[src/rtl/jitter_osc_pkg.sv]
package jitter_osc_pkg;

  // length of the maximum on-time window for a period of p clocks
  function automatic int win_len(input int p, input int pct);
    return (p * pct) / 100;
  endfunction

  // fixed-point sweep increment, never zero
  function automatic int sweep_step(input int pmin, input int pmax,
                                    input int frac, input int half_n);
    int s;
    s = ((pmax - pmin) << frac) / ((half_n < 1) ? 1 : half_n);
    return (s < 1) ? 1 : s;
  endfunction

endpackage

[src/rtl/jitter_profile.sv]
module jitter_profile #(
  parameter int PW    = 5,
  parameter int FRAC  = 8,
  parameter int P_AVG = 20,
  parameter int P_MIN = 18,
  parameter int P_MAX = 22,
  parameter int STEP  = 102
) (
  input  logic          clk,
  input  logic          rst,
  input  logic          adv_i,
  output logic [PW-1:0] per_o
);
  localparam int FXW = PW + FRAC + 1;
  localparam logic [FXW-1:0] AVG_FX = FXW'(P_AVG) << FRAC;
  localparam logic [FXW-1:0] MIN_FX = FXW'(P_MIN) << FRAC;
  localparam logic [FXW-1:0] MAX_FX = FXW'(P_MAX) << FRAC;
  localparam logic [FXW-1:0] STEP_FX = FXW'(STEP);

  logic [FXW-1:0] per_fx;
  logic           up_q;

  always_ff @(posedge clk) begin
    if (rst) begin
      per_fx <= AVG_FX;
      up_q   <= 1'b1;
    end else if (adv_i) begin
      if (up_q) begin
        if (per_fx + STEP_FX >= MAX_FX) begin
          per_fx <= MAX_FX;
          up_q   <= 1'b0;
        end else begin
          per_fx <= per_fx + STEP_FX;
        end
      end else begin
        if (per_fx <= MIN_FX + STEP_FX) begin
          per_fx <= MIN_FX;
          up_q   <= 1'b1;
        end else begin
          per_fx <= per_fx - STEP_FX;
        end
      end
    end
  end

  assign per_o = PW'(per_fx >> FRAC);


  band_limit_chk: assert property (@(posedge clk) disable iff (rst)
    (per_fx >= MIN_FX) && (per_fx <= MAX_FX));


  hold_mid_period_chk: assert property (@(posedge clk) disable iff (rst)
    !adv_i |=> $stable(per_fx));

endmodule

[src/rtl/jitter_counter.sv]
module jitter_counter
  import jitter_osc_pkg::*;
#(
  parameter int PW       = 5,
  parameter int P_AVG    = 20,
  parameter int DUTY_PCT = 67
) (
  input  logic          clk,
  input  logic          rst,
  input  logic          en,
  input  logic [PW-1:0] per_i,
  output logic          adv_o,
  output logic          pulse_o,
  output logic          dmax_o,
  output logic [PW-1:0] period_o
);
  logic [PW-1:0] cnt;
  logic          last;
  int            lim;

  always_comb begin
    lim   = win_len(int'(per_i), DUTY_PCT);
    last  = (cnt == per_i - PW'(1));
    adv_o = en && last;
  end

  always_ff @(posedge clk) begin
    if (rst) begin
      cnt      <= '0;
      pulse_o  <= 1'b0;
      dmax_o   <= 1'b0;
      period_o <= PW'(P_AVG);
    end else if (!en) begin
      cnt     <= '0;
      pulse_o <= 1'b0;
      dmax_o  <= 1'b0;
    end else begin
      pulse_o <= (cnt == '0);
      dmax_o  <= (int'(cnt) < lim);
      cnt     <= last ? '0 : cnt + PW'(1);
      if (cnt == '0) period_o <= per_i;
    end
  end


  single_pulse_chk: assert property (@(posedge clk) disable iff (rst)
    pulse_o |=> !pulse_o);


  window_at_start_chk: assert property (@(posedge clk) disable iff (rst)
    pulse_o |-> dmax_o);


  idle_quiet_chk: assert property (@(posedge clk) disable iff (rst)
    !en |=> (!pulse_o && !dmax_o));


  period_update_chk: assert property (@(posedge clk) disable iff (rst)
    !pulse_o |-> $stable(period_o));

endmodule

[src/rtl/jitter_osc.sv]
module jitter_osc
  import jitter_osc_pkg::*;
#(
  parameter int CLK_HZ   = 100_000_000,
  parameter int F_AVG_HZ = 130_000,
  parameter int F_DEV_HZ = 2_500,
  parameter int F_MOD_HZ = 1_000,
  parameter int DUTY_PCT = 67,
  parameter int FRAC     = 8,
  parameter int PW       = $clog2(CLK_HZ / (F_AVG_HZ - F_DEV_HZ) + 1)
) (
  input  logic          clk,
  input  logic          rst,
  input  logic          en,
  output logic          pulse_o,
  output logic          dmax_o,
  output logic [PW-1:0] period_o
);
  localparam int P_AVG  = CLK_HZ / F_AVG_HZ;
  localparam int P_MIN  = CLK_HZ / (F_AVG_HZ + F_DEV_HZ);
  localparam int P_MAX  = CLK_HZ / (F_AVG_HZ - F_DEV_HZ);
  localparam int HALF_N = F_AVG_HZ / (2 * F_MOD_HZ);
  localparam int STEP   = sweep_step(P_MIN, P_MAX, FRAC, HALF_N);

  logic [PW-1:0] per;
  logic          adv;

  jitter_profile #(
    .PW(PW), .FRAC(FRAC), .P_AVG(P_AVG),
    .P_MIN(P_MIN), .P_MAX(P_MAX), .STEP(STEP)
  ) u_prof (
    .clk(clk), .rst(rst), .adv_i(adv), .per_o(per)
  );

  jitter_counter #(
    .PW(PW), .P_AVG(P_AVG), .DUTY_PCT(DUTY_PCT)
  ) u_cnt (
    .clk(clk), .rst(rst), .en(en), .per_i(per), .adv_o(adv),
    .pulse_o(pulse_o), .dmax_o(dmax_o), .period_o(period_o)
  );

endmodule

[config.mk]
export PLATFORM = sky130hd
export DESIGN_NAME = jitter_osc
export DESIGN_NICKNAME = d
export VERILOG_FILES = /design/src/rtl/jitter_osc_pkg.sv /design/src/rtl/jitter_profile.sv /design/src/rtl/jitter_counter.sv /design/src/rtl/jitter_osc.sv
export SDC_FILE = /design/constraint.sdc
export NUM_CORES = 1
export LEC_CHECK = 0
export ABC_AREA = 1
export BUFFER_PORTS_ARGS = -buffer_cell sky130_fd_sc_hd__buf_2
export CAP_MARGIN = 10
export CORE_MARGIN = 5
export CORE_UTILIZATION = 25
export DETAILED_ROUTE_END_ITERATION = 8
export PLACE_DENSITY = 0.39
export RECOVER_POWER = 25
export SLEW_MARGIN = 10
export SYNTH_ARGS = -nofsm -noshare
export SYNTH_HDL_FRONTEND = slang
export SYNTH_HIERARCHICAL = 1
export SYNTH_SLANG_ARGS = --single-unit
[constraint.sdc]
create_clock -name clk -period 19.3 [get_ports clk]
set_input_delay 3.86 -clock clk [delete_from_list [all_inputs] [get_ports clk]]
set_output_delay 3.86 -clock clk [all_outputs]
set_load 0.03 [all_outputs]
==> results.md <==
- Clock H-tree levels: 2
- Final Hold Viols: 0
- Peak supply drop: 0.0000271 V
- Antenna violations before repair: 0
- Asr flop ratio synth: 0%
- Crit Path Class: flip-flop to flip-flop
- Non-Filler Instances: 1299
- Arr. time, crit path: 8.03 ns
- TritonRoute pass-1 iters: 5
- Initial Util: 25.4%
- Finished Core Util: 27.6%
- Rows: 56
- Synthesis-stage register bit count: 41
- Core area: 23500 sq um
- Mean Syn Cell Area: 6.11 sq um
- Most common cell after layout, fill and taps aside: nand2_1
- Routability Congestion: 0.794
- Largest area contributor in the netlist: nand2_1
- ANT nets after route: 0
- Power Dens Cells: 31.1 nW/um^2
- Slew Limit Fails: 0
- Largest net degree at the start of global routing: 27
- Io pins: 15
- Drt initial violations: 354
- Overall routed net length: 16.6 mm
- CTS root buf: clkbuf_16
- Max cap viols: 0
- DP Wirelength: 13.3 mm
- Nets: 1037
- Most used cell along the critical path: nand2_1
- Most frequent cells in the layout: nand2_1, inv_1, nand3_1
- Clock Skew: 0.00556 ns
- Via count: 5723
- Share of cells above drive strength 1: 14.3%
- Reg area: 821 sq um
- Tightest Hold Check Type: flip-flop to flip-flop
- DIE WIDTH: 165 microns
- Die Height: 165 microns
- Total number of yosys warnings: 6
- Syn Inst Count: 979
- Port bufs: 14
- Pwr Total: 202 uW
- Seq/Total Area, Yosys: 13.7%
- Clk_lat worst skew: 0.30 ns
- Share of the synthesized area in the top cell type: 17.6%
- Global-route wire length before repair: 27.7 mm
- RSZ-0062 raised after global routing: no
- Top_reg_cell synth: dfxtp_1
- Filler cells: 2710
- Area grow syn2layout: 8.50%
- Setup crit start kind: flip-flop
- EDFF count, synth: 0
- Final min period: 7.83 ns
- Crit share post-route: 40.6%
- Worst path slowest cell: dfxtp_1
- Die ar.: 27100 sq um
- CTS Buffer Depth: 2
- Via density: 4.41
- CP peak stage delay: 0.71 ns
- GRT Util Overall: 12.5%
- Total grt overflow: 0
- Post_cts resized: 0
- Multi-input gate area: 4410 sq um
- Outcome: finished, final reports clean
- Diodes inserted: 0
- Area post-placement: 6320 sq um
- LEAKAGE: 3.33 nW
- Slew HR: 46.2%
- Routed WL per cell: 12.8 microns
- Crit path buf inv count: 7
- CTS tree: done
- Critical path peak fanout: 16
- Worst setup EP type: flip-flop
- # DRC: 0
- Top delay family on crit path: simple AND/OR/NAND/NOR gates
- Top post-synthesis cells by area: nand2_1, dfxtp_1, ha_1, inv_1, nand3_1
- Clock Sinks: 41
- Final WS setup: 11.47 ns
- Post-placement cell count: 1291
- FMAX: 0.128 GHz
- Hold WS: 0.474 ns
- Post-route design area: 6490 sq um
- Synth cell types: 50
- Syn_nets: 1037
- Final TNS setup: 0 ns
- Vias in the first global route: 5457
- Worst Max-Slew Pin Slew: 0.804 ns
- Pre-CTS WS: 11.38 ns
- Hold_buf cts: 0
- Post-CTS setup buffers: 0
- Synthesized area: 5980 sq um
- Data required, critical path: 19.50 ns
- Reg clk slew, reported paths: 0.07 ns
- TritonCTS Buffers: 5
- Finish-stage setup viols: 0
-- where the power goes --
group / total, mW / internal (mW) / switching, mW
clock network: 0.103 / 0.0614 / 0.0412
logic: 0.0116 / 0.00306 / 0.00858
registers: 0.0876 / 0.0865 / 0.00106
total: 0.202 / 0.151 / 0.0509
-- synth_stat cells (6+ instances only) --
master,n
a21oi_1,33
a21oi_2,14
buf_4,12
clkbuf_1,7
dfxtp_1,41
ha_1,52
inv_1,138
inv_2,15
nand2_1,280
nand2_2,41
nand2_4,11
nand3_1,71
nand3_2,10
nand4_1,29
nor2_1,61
nor2_2,8
nor3_1,9
o211ai_1,7
o21ai_0,38
o21ai_1,6
xnor2_1,10
xor2_1,35
-- layout make-up --
type	instances	area share, %
clock inverters	3	0.714
multi-input cells	756	68.0
repair buffers	17	1.41
flip-flops and latches	41	12.7
well taps	319	6.15
clock buffers	5	1.93
inverters	158	9.18
-- worst reg2reg max path: cells and delay by family, from the launching register on --
| family | cells | cell delay, ns |
|---|---|---|
| compound gates | 2 | 0.20 |
| fa+ha+maj | 5 | 1.74 |
| buf+inv | 7 | 0.35 |
| flops | 1 | 0.71 |
| simple gates | 52 | 4.71 |
-- sequential cells by signal (all words and copies together) (netlist names) --
signal          flops
u_cnt/cnt          10
u_cnt/dmax_o        1
u_cnt/period_o     10
u_cnt/pulse_o       1
u_prof/per_fx      18
u_prof/up_q         1
-- metal layers --
metal	share of wire, %	up-vias	wire, microns	track usage (%)
met2	48	51	7890	22.0
met4	0.59	0	98	1.85
li1	-	3118	-	-
met3	2.0	8	332	1.30
met1	50	2546	8280	17.0
met5	0	-	0	0
-- logic make-up (layout without fill, tap and decap cells) --
| logic type | after synthesis | after routing | share of synthesized area (%) |
|---|---|---|---|
| and+or+nand+nor | 542 | 542 | 43.4 |
| buffers and inverters | 182 | 183 | 12.5 |
| AOI/OAI and AO/OA | 113 | 113 | 11.6 |
| DFF | 41 | 41 | 13.7 |
| xor gates and xnor gates | 46 | 46 | 6.86 |
| adders and majority gates | 55 | 55 | 11.9 |
-- path summary, 6_finish.rpt --
kind / startpoint / endpoint / slack [ns] / cells after the start
worst max-delay path: u_prof/per_fx[16] / u_cnt/dmax_o / 11.47 / 66
worst min-delay path: u_cnt/period_o[0] / u_cnt/period_o[0] / 0.47 / 2
worst max register to register: u_prof/per_fx[16] / u_cnt/dmax_o / 11.47 / 66
worst min register to register: u_cnt/period_o[0] / u_cnt/period_o[0] / 0.47 / 2
(Power assumes the default switching activity.)
